<file path="src/rtl/halfstep_prediv_pkg.sv">
package halfstep_prediv_pkg;

  // Ticks spent high in one output period for field value h (bypass counts as h = 1).
  function automatic int unsigned high_ticks(int unsigned h);
    return (h == 0) ? 1 : (h + 1) / 2;
  endfunction

  // Index of the final tick position in a period.
  function automatic int unsigned final_pos(int unsigned h);
    return (h == 0) ? 1 : h;
  endfunction

endpackage

</file>
<file path="src/rtl/halfstep_stage.sv">
module halfstep_stage #(
  parameter int HID_W = 5
) (
  input  logic             clk,
  input  logic             rst,
  input  logic             commit,
  input  logic [HID_W-1:0] field_in,
  input  logic             wrap,
  output logic [HID_W-1:0] act_h,
  output logic [HID_W-1:0] pend_h,
  output logic             pend_vld
);

  // Pending slot: the latest commit wins. The active slot changes only at a period boundary.
  always_ff @(posedge clk) begin
    if (rst) begin
      act_h    <= '0;
      pend_h   <= '0;
      pend_vld <= 1'b0;
    end else begin
      if (wrap && pend_vld)
        act_h <= pend_h;
      if (commit) begin
        pend_h   <= field_in;
        pend_vld <= 1'b1;
      end else if (wrap) begin
        pend_vld <= 1'b0;
      end
    end
  end

endmodule

</file>
<file path="src/rtl/halfstep_phase.sv">
module halfstep_phase
  import halfstep_prediv_pkg::*;
#(
  parameter int HID_W = 5
) (
  input  logic             clk,
  input  logic             rst,
  input  logic             tick,
  input  logic [HID_W-1:0] act_h,
  input  logic [HID_W-1:0] pend_h,
  input  logic             pend_vld,
  output logic             wrap,
  output logic             div_clk,
  output logic             div_rise
);

  logic [HID_W-1:0] pos;
  logic [HID_W-1:0] last_pos;
  logic [HID_W-1:0] pos_n;
  logic [HID_W-1:0] next_h;
  int unsigned      next_hi;
  logic             clk_n;

  assign last_pos = HID_W'(final_pos(32'(act_h)));
  assign wrap     = tick && (pos == last_pos);
  assign next_h   = (wrap && pend_vld) ? pend_h : act_h;
  assign pos_n    = wrap ? '0 : pos + 1'b1;
  assign next_hi  = high_ticks(32'(next_h));
  assign clk_n    = (32'(pos_n) < next_hi);

  // Reset parks the counter on the last low slot, so the first tick opens a period.
  always_ff @(posedge clk) begin
    if (rst) begin
      pos      <= HID_W'(1);
      div_clk  <= 1'b0;
      div_rise <= 1'b0;
    end else if (tick) begin
      pos      <= pos_n;
      div_clk  <= clk_n;
      div_rise <= clk_n & ~div_clk;
    end else begin
      div_rise <= 1'b0;
    end
  end

endmodule

</file>
<file path="src/rtl/halfstep_prediv.sv">
module halfstep_prediv #(
  parameter int HID_W = 5,
  parameter int CFG_W = 16
) (
  input  logic             clk,
  input  logic             rst,
  input  logic             tick,
  input  logic             commit,
  input  logic [CFG_W-1:0] cfg_word,
  output logic             div_clk,
  output logic             div_rise
);

  localparam int FIELD_LSB = 0;

  logic [HID_W-1:0] field_in;
  logic [HID_W-1:0] act_h;
  logic [HID_W-1:0] pend_h;
  logic             pend_vld;
  logic             wrap;

  assign field_in = cfg_word[FIELD_LSB +: HID_W];

  halfstep_stage #(.HID_W(HID_W)) stage_i (
    .clk      (clk),
    .rst      (rst),
    .commit   (commit),
    .field_in (field_in),
    .wrap     (wrap),
    .act_h    (act_h),
    .pend_h   (pend_h),
    .pend_vld (pend_vld)
  );

  halfstep_phase #(.HID_W(HID_W)) phase_i (
    .clk      (clk),
    .rst      (rst),
    .tick     (tick),
    .act_h    (act_h),
    .pend_h   (pend_h),
    .pend_vld (pend_vld),
    .wrap     (wrap),
    .div_clk  (div_clk),
    .div_rise (div_rise)
  );

endmodule

</file>
<file path="config.mk">
export PLATFORM = sky130hd
export DESIGN_NAME = halfstep_prediv
export DESIGN_NICKNAME = d
export VERILOG_FILES = /design/src/rtl/halfstep_prediv_pkg.sv /design/src/rtl/halfstep_stage.sv /design/src/rtl/halfstep_phase.sv /design/src/rtl/halfstep_prediv.sv
export SDC_FILE = /design/constraint.sdc
export NUM_CORES = 1
export LEC_CHECK = 0
export CORE_MARGIN = 1
export CORE_UTILIZATION = 56
export DETAILED_ROUTE_END_ITERATION = 16
export DONT_BUFFER_PORTS = 1
export HOLD_SLACK_MARGIN = 0.05
export PLACE_DENSITY = 0.8
export SYNTH_ARGS = -nofsm -noshare
export SYNTH_HDL_FRONTEND = slang
export SYNTH_HIERARCHICAL = 1
export SYNTH_SLANG_ARGS = --single-unit
</file>
<file path="constraint.sdc">
create_clock -name clk -period 3.5 [get_ports clk]
set_clock_uncertainty 0.1 [all_clocks]
set_input_delay 0.35 -clock clk [delete_from_list [all_inputs] [get_ports clk]]
set_output_delay 0.35 -clock clk [all_outputs]
set_load 0.1 [all_outputs]
</file>
# Word-level counts from Yosys, hierarchy flattened
# Index checks and enable logic that the tools add are counted.
# Widths: inputs -> output; s select.
# word_totals
reg_bits	18
in_bits	20
output_inout_bits	2
elab_cells	25
# op_classes
add_sub_neg	2
magnitude_cmp	1
n_eq_ne	1
mux	6
bitwise	3
reduce_logical	6
# ops
operator	n
$lt 5x32->1	1
$mux 31	1
$mux 5	3
$logic_not 5->1	2
$add 5x1->6 const B	1
$add 5x1->5 const B	1
$eq 5x5->1	1
$logic_and 1x1->1	2
$mux 1	2
$not 1->1	2
$reduce_bool 2->1	1
$reduce_or 2->1	1
$and 1x1->1	1

# Depth between registers and ports, before layout
# Gate-level depths: netlist (run 1).
# depth
depth_word	10
mapped_depth	17
mapped_depth_nobuf	16

# By module
# The synthesis (run 1) kept the hierarchy.
# by_module_without_submodules
mod	instances	cells_each	area_each_um2	seq_area_each_um2
halfstep_phase	1	95	843.3	140.1
halfstep_stage	1	43	457.9	220.2

# Worst setup path before layout (run 1)
# No wires, ideal clock.
# synth_timing
path_kind	flip-flop to flip-flop
startpoint	register stage_i.act_h[3]
endpoint	register phase_i.div_rise
setup_time_ns	0.159
t_arrival_ns	3.322
required_time_ns	3.241
setup_slack_ns	-0.081
path_stages_with_launch	17
path_buffers	1
period_less_slack_ns	3.581
path_cell_list	dfxtp_1 -> clkbuf_2 -> nor4_4 -> o21a_2 -> o211ai_2 -> mux2_2 -> inv_1 -> ha_1 -> nor4b_1 -> nor2_1 -> mux4_1 -> inv_1 -> ha_1 -> nand4_1 -> a211oi_1 -> mux2_4 -> nor3_2
# synth_via
elab_chain_cells	10
word_cells_on_any_way	12
cone_classes	add/sub (1); order compare (1); eq/ne (1); mux (4); bitwise (1); reduce/logical (4)
# synth_rtl
item	line	rtl
from (decl)	halfstep_stage.sv:9	output logic [HID_W-1:0] act_h,
from (signal assigned)	halfstep_stage.sv:22	act_h <= pend_h;
$logic_not 5->1	halfstep_prediv_pkg.sv:10	return (h == 0) ? 1 : h;
$mux 5	halfstep_prediv_pkg.sv:10	
$eq 5x5->1	halfstep_phase.sv:25	assign wrap = tick && (pos == last_pos);
$logic_and 1x1->1	halfstep_phase.sv:25	
$logic_and 1x1->1	halfstep_phase.sv:26	assign next_h = (wrap && pend_vld) ? pend_h : act_h;
$mux 5	halfstep_phase.sv:26	
$add 5x1->6 or $logic_not 5->1 (tied branches)	halfstep_prediv_pkg.sv:5	return (h == 0) ? 1 : (h + 1) / 2;
$mux 31	halfstep_prediv_pkg.sv:5	
$lt 5x32->1 (*)	halfstep_phase.sv:29	assign clk_n = (32'(pos_n) < next_hi);
$and 1x1->1 (*)	halfstep_phase.sv:40	div_rise <= clk_n & ~div_clk;
to (signal assigned)	halfstep_phase.sv:40	
to (decl)	halfstep_phase.sv:14	output logic div_rise
# Mark *: on every way between the ends. The rest lies on a longest branch, timed or not.
# A chain may end at the register's enable or synchronous reset.

# Worst setup path after layout (run 1)
# layout_timing
startpoint	register stage_i.act_h[3]
endpoint	register phase_i.div_clk
# layout_via
elab_chain_cells	9
word_cells_on_any_way	11
cone_classes	add/sub (1); order compare (1); eq/ne (1); mux (4); reduce/logical (4)
# layout_rtl
item	line	rtl
$logic_not 5->1	halfstep_prediv_pkg.sv:10	
$mux 5	halfstep_prediv_pkg.sv:10	
$eq 5x5->1	halfstep_phase.sv:25	
$logic_and 1x1->1	halfstep_phase.sv:25	
$logic_and 1x1->1	halfstep_phase.sv:26	
$mux 5	halfstep_phase.sv:26	
$add 5x1->6 or $logic_not 5->1 (tied branches)	halfstep_prediv_pkg.sv:5	
$mux 31	halfstep_prediv_pkg.sv:5	
$lt 5x32->1 (*)	halfstep_phase.sv:29	
to (signal assigned)	halfstep_phase.sv:39	div_clk <= clk_n;
to (decl)	halfstep_phase.sv:13	output logic div_clk,
# Marks and branches as above.

==> results_dict.tcl, run 1 <==
set metrics [dict create \
    nets 181 \
    area_delta_synth_final_pct 17.3 \
    slowest_delay_ns 0.46 \
    slew_violations 0 \
    reg2reg_setup_slack_ns 0.003 \
    placed_cell_area_mm2 0.00138 \
    numCtsBuffers 3 \
    synthFlopType "dfxtp_1" \
    cap_viol_max_count 0 \
    r2r_start "stage_i/act_h[3]" \
    clock_latency_ns 0.30 \
    power_density_mw_per_mm2 344 \
    routabilityCongestion 0.799 \
    path_max_fanout 3 \
    hold_viol_final 0 \
    yosysSeqAreaShare 0.277 \
    hold_end "stage_i/pend_vld" \
    nFillCells 163 \
    arrival_ns 3.56 \
    fin_crit_sh 0.999 \
    comb_power_share 0.264 \
    dp_hpwl_mm 2.02 \
    syn_area_mm2 0.00130 \
    antenna_cells 0 \
    first_global_vias 1062 \
    r2r_end "phase_i/div_clk" \
    drt_iter0_drc 15 \
    ctsHtreeMaxLevel 1 \
    fp.dieH_um 50.2 \
    p_leak_nw 0.613 \
    clockBufferDepth 2 \
    final_cell_mix "nand3_1 (15), dfxtp_1 (15), buf_4 (15), nor2_1 (12)" \
    cp-end-kind "register" \
    clk_pin_slew_ns 0.11 \
    setup_viol 0 \
    drc 0 \
    antenna_found_initial 0 \
    switchingPower_mw 0.180 \
    holdWs_ns 0.0705 \
    synth_area_leaders "dfxtp_1 (28%), ha_1 (6.7%), nand3_1 (5.8%), xor2_1 (4.0%), a21bo_1 (3.8%)" \
    start_kind "register" \
    grt_max_degree 17 \
    hp-start "commit" \
    r2r_cells 15 \
    synth_area_leader_cell "dfxtp_1" \
    synth.distinct_cells 41 \
    synth_top_area_frac 0.277 \
    root_buffer "clkbuf_4" \
    p_sw_frac 0.342 \
    crit_chain "nor4_4 > nor3_4 > o211ai_4 > mux2_4 > inv_4 > ha_4 > nor4b_4 > nor2_1 > mux4_2 > inv_2 > ha_1 > nand4_1 > buf_4 > o31ai_4 > o32ai_2" \
    period_minus_slack_ns 3.50 \
    grt_first_pass_wirelength_mm 4.87 \
    die_area_mm2 0.00252 \
    synth_edf_count 0 \
    drive_gt1_frac 0.327 \
    crit_type "reg -> reg" \
    dieWidth_um 50.2 \
    via_count 1085 \
    initial_utilization 0.594 \
    portBuffers 0 \
    grt_overflow 0 \
    tightest_slew_ns 1.03 \
    drt_pre_antenna_iters 4 \
    totalWireLength_mm 3.12 \
    ir_drop_mv 0.200 \
    rsz0062_at_grt "true" \
    cts_tree "built" \
    syn_nets 165 \
    ys_warn_count 6 \
    cts_sinks 18 \
    routedWlPerCell_um 17.3 \
    critPathSlowestCell "mux4_2" \
    synth-seq-cells 18 \
    share_seq_of_total_power 0.487 \
    required_ns 3.57 \
    ios 22 \
    max_freq_mhz 286 \
    num_rows 17 \
    p_clk_frac 0.249 \
    design_area_mm2 0.00153 \
    hold_path_class "in -> reg" \
    grt_usage 0.259 \
    async_flop_share 0 \
    whs_path_depth 2 \
    design_power_total_mw 0.526 \
    coreArea_mm2 0.00219 \
    slew_headroom 0.313 \
    syn_area_per_cell_um2 9.43 \
    internal_power_mw 0.346 \
    synth_cells 138 \
    viasPerCell 5.99 \
    ant_nets 0 \
    status "finished, final reports clean" \
]
logic make-up after synthesis:
family,synth area share
flops,0.277
fa+ha+maj,0.0673
compound gates,0.196
mux,0.0962
buf+inv,0.0644
simple gates,0.225
xor+xnor,0.0740
per-stage QoR:
step | instances | util | TNS [ns] | setup WS (ns)
3_3_place_gp | 170 | 0.629 | 0 | 0.124
2_1_floorplan | 138 | - | 0 | 0.0582
5_1_grt | 181 | 0.697 | -0.407 | -0.218
4_1_cts | 177 | 0.660 | 0 | 0.000714
3_5_place_dp | 170 | 0.629 | 0 | 0.0305
6_report | 181 | 0.697 | 0 | 0.00267
worst max-delay path, delay by kind of cell (launching register included):
family	cells	cell delay (ns)
fa+ha+maj	2	0.24
mux	2	0.81
buf+inv	3	0.31
flops	1	0.37
simple gates	5	0.89
compound gates	3	0.64
sequential cells by signal, indices dropped and copies added, names as in the netlist:
signal            cells
phase_i/pos           5
stage_i/act_h         5
stage_i/pend_h        5
phase_i/div_clk       1
phase_i/div_rise      1
stage_i/pend_vld      1
repair_timing:
| action | CTS | global route |
|---|---|---|
| setup buffers | 0 | 4 |
| setup endpoints to repair | 0 | 2 |
| hold buffers | 3 | 0 |
| gates resized for setup | 0 | 17 |
| hold endpoints to repair | 17 | 0 |
layer usage:
| layer | vias to the layer above | GRT usage | part of all wire | wire length (µm) |
|---|---|---|---|---|
| li1 | 530 | - | - | - |
| met1 | 526 | 0.323 | 0.43 | 1350 |
| met2 | 21 | 0.436 | 0.52 | 1630 |
| met3 | 8 | 0.0576 | 0.029 | 90 |
| met4 | 0 | 0.0905 | 0.019 | 59 |
| met5 | - | 0 | 0 | 0 |
how the worst max path moves through the flow:
stage | slack (ns) | start | cells after the start | to
3_5_place_dp | 0.03 | stage_i/act_h[1] | 15 | phase_i/div_rise
6_report | 0.003 | stage_i/act_h[3] | 15 | phase_i/div_clk
2_1_floorplan | 0.06 | stage_i/act_h[3] | 16 | phase_i/div_rise
4_1_cts | 0.0007 | stage_i/act_h[1] | 15 | phase_i/div_clk
3_3_place_gp | 0.12 | stage_i/act_h[1] | 15 | phase_i/div_rise
5_1_grt | -0.22 | stage_i/act_h[3] | 15 | phase_i/div_clk
Yosys cell counts, drive strengths merged (2+ instances only):
| cell type | number |
|---|---|
| a21bo | 5 |
| a21oi | 11 |
| a31oi | 3 |
| and3 | 3 |
| buf | 5 |
| clkbuf | 2 |
| dfxtp | 18 |
| ha | 7 |
| inv | 7 |
| mux2 | 4 |
| mux2i | 5 |
| nand2 | 2 |
| nand2b | 5 |
| nand3 | 15 |
| nand4 | 2 |
| nor2 | 12 |
| nor3 | 5 |
| nor4b | 2 |
| o21a | 2 |
| o31ai | 2 |
| xnor2 | 5 |
| xor2 | 6 |
power groups by stage:
stage	combinational (mW)	clock, mW	sequential, mW
2_1_floorplan	0.100	0	0.257
3_3_place_gp	0.116	0	0.258
3_5_place_dp	0.121	0	0.259
4_1_cts	0.126	0.135	0.255
5_1_grt	0.153	0.143	0.258
6_report	0.139	0.131	0.256
cell type report:
class | count | area (µm²) | area share
clock buffers | 4 | 36.3 | 0.0238
inverters | 7 | 31.3 | 0.0205
multi-input cells | 106 | 915 | 0.599
flip-flops and latches | 18 | 367 | 0.240
well taps | 28 | 35.0 | 0.0230
repair buffers | 18 | 143 | 0.0934
No activity file was read; power rests on OpenSTA's default activity.
==> inputs of run 2 (changes only) <==
CELL_PAD_IN_SITES_DETAIL_PLACEMENT = 0   (was default)
CELL_PAD_IN_SITES_GLOBAL_PLACEMENT = 1   (was default)
CORE_UTILIZATION = 43   (was 56)
==> run 2 against run 1 <==
  * Global-route usage decreased by 7.3 points
  * Wire length decreased by 11%
  * Combinational power decreased by 3%
  * Critical path type unchanged
  * Highest routed layer unchanged
==> results_dict.tcl, run 2 (same netlist as run 1, synthesis figures left out) <==
set metrics [dict create \
    drt-met1-wl_mm 1.30 \
    cts_tree "built" \
    dr.max_layer_used "met4" \
    drive_gt1_frac 0.307 \
    cp-end-kind "register" \
    drc 0 \
    slew_violations 0 \
    crit_chain "nor4_4 > nor3_4 > o211ai_4 > mux2_4 > inv_4 > ha_4 > nor4b_4 > nor2_1 > mux4_2 > inv_2 > ha_1 > nand4_1 > buf_4 > o31ai_4 > o32ai_2" \
    routedWlPerCell_um 15.4 \
    antenna_cells 0 \
    design_area_mm2 0.00150 \
    layout_commonest_cell "dfxtp_1" \
    numCtsBuffers 3 \
    ir_drop_mv 0.194 \
    timing.critical_path.from "stage_i/act_h[3]" \
    dp_hpwl_mm 2.01 \
    hold_viol_final 0 \
    coreArea_mm2 0.00281 \
    drt_pre_antenna_iters 4 \
    reg2reg_setup_slack_ns 0.06 \
    cp_num_buf_inv 3 \
    die_area_mm2 0.00325 \
    viasPerCell 5.83 \
    drt_iter0_drc 27 \
    wl_met2_mm 1.42 \
    fin_crit_sh 0.982 \
    fin_util 0.536 \
    area_delta_synth_final_pct 15.5 \
    multi_input_area_um2 915 \
    antenna_found_initial 0 \
    rsz0062_at_grt "true" \
    clk_pin_slew_ns 0.11 \
    r2r_start "stage_i/act_h[3]" \
    root_buffer "clkbuf_4" \
    period_minus_slack_ns 3.44 \
    hold_path_class "in -> reg" \
    ios 22 \
    clock_latency_ns 0.29 \
    hp-start "commit" \
    cap_viol_max_count 0 \
    max_freq_mhz 291 \
    ant_nets 0 \
    cp_top_family "simple AND/OR/NAND/NOR gates" \
    grt_max_degree 18 \
    critPathSlowestCell "mux4_2" \
    clockBufferDepth 2 \
    slew_headroom 0.318 \
    holdWs_ns 0.0807 \
    routabilityCongestion 0.735 \
    tightest_slew_ns 1.02 \
    required_ns 3.57 \
    ctsHtreeMaxLevel 1 \
    dp_slack_ns 0.0841 \
    power_density_mw_per_mm2 346 \
    portBuffers 0 \
    grt_first_pass_wirelength_mm 4.69 \
    post_layout_nonfiller_instances 181 \
    dr_wl_met3_um 56 \
    p_leak_nw 0.597 \
    cts_sinks 18 \
    fp.dieH_um 57.0 \
    path_max_fanout 3 \
    nFillCells 258 \
    crit_type "reg -> reg" \
    nets 178 \
    grt_overflow 0 \
    first_global_vias 1043 \
    setup_slack_ns 0.0626 \
    start_kind "register" \
    grt_usage 0.187 \
    status "finished, final reports clean" \
    totalWireLength_mm 2.79 \
    ff_latch_area_um2 364 \
    dieWidth_um 57.0 \
    dp_cells 173 \
    arrival_ns 3.50 \
    final_cell_mix "dfxtp_1 (17), nand3_1 (15), buf_4 (13), nor2_1 (12)" \
    initial_utilization 0.464 \
    reg_top3 "phase_i/pos: 5 flops, stage_i/act_h: 5 flops, stage_i/pend_h: 5 flops" \
    num_rows 19 \
    via_count 1055 \
    slowest_delay_ns 0.46 \
    setup_viol 0 \
    placed_cell_area_mm2 0.00138 \
]
==> run 2: through the flow <==
| step | TNS, ns | total power [mW] |
|---|---|---|
| after floorplan | 0 | 0.357 |
| after global placement | 0 | 0.375 |
| after detailed placement | 0 | 0.379 |
| after CTS | 0 | 0.513 |
| after global routing | -0.292 | 0.547 |
| final | 0 | 0.520 |
==> run 2: worst register-to-register path, cell delays in order (launching register included) <==
cell and delay [ns]:
dfxtp_4 0.38, nor4_4 0.35, nor3_4 0.10, o211ai_4 0.25, mux2_4 0.35, inv_4 0.06
ha_4 0.13, nor4b_4 0.20, nor2_1 0.08, mux4_2 0.46, inv_2 0.06, ha_1 0.11
nand4_1 0.14, buf_4 0.19, o31ai_4 0.27, o32ai_2 0.10
==> run 2: routing by layer <==
layer  GRT usage  vias to the layer above
li1            -                      519
met1       0.226                      522
met2       0.334                       12
met3      0.0272                        2
met4      0.0697                        0
met5           0                        -
==> run 2: power breakdown <==
group / internal, mW / total, mW / switching (mW) / leakage (nW)
combinational: 0.0647 / 0.135 / 0.0707 / 0.428
sequential: 0.216 / 0.255 / 0.0391 / 0.148
clock: 0.0633 / 0.129 / 0.0658 / 0.0210
==> run 2: final cells by class <==
cell class                      instances  area share
Multi-Input combinational cell        106       0.609
Sequential cell                        18       0.242
Timing Repair Buffer                   15      0.0783
Tap cell                               31      0.0258
Clock buffer                            4      0.0241
Inverter                                7      0.0208
==> run 2: worst paths after layout <==
check                endpoint  cells past startpoint
max reg2reg   phase_i/div_clk                     15
min reg2reg  stage_i/act_h[0]                      2
max           phase_i/div_clk                     15
min          stage_i/pend_vld                      2
==> run 2: timing repair <==
item,4_1_cts,5_1_grt
hold buffers,1,1
gates resized for setup,0,15
setup endpoints to repair,0,2
endpoints found under the hold margin,17,1
buffers inserted,0,2
==> inputs of run 3 (changes only) <==
CTS_CLUSTER_SIZE = 16   (was default)
==> results of run 3 <==
Same layout as run 2: the final DEF is identical, and so are final timing and power.
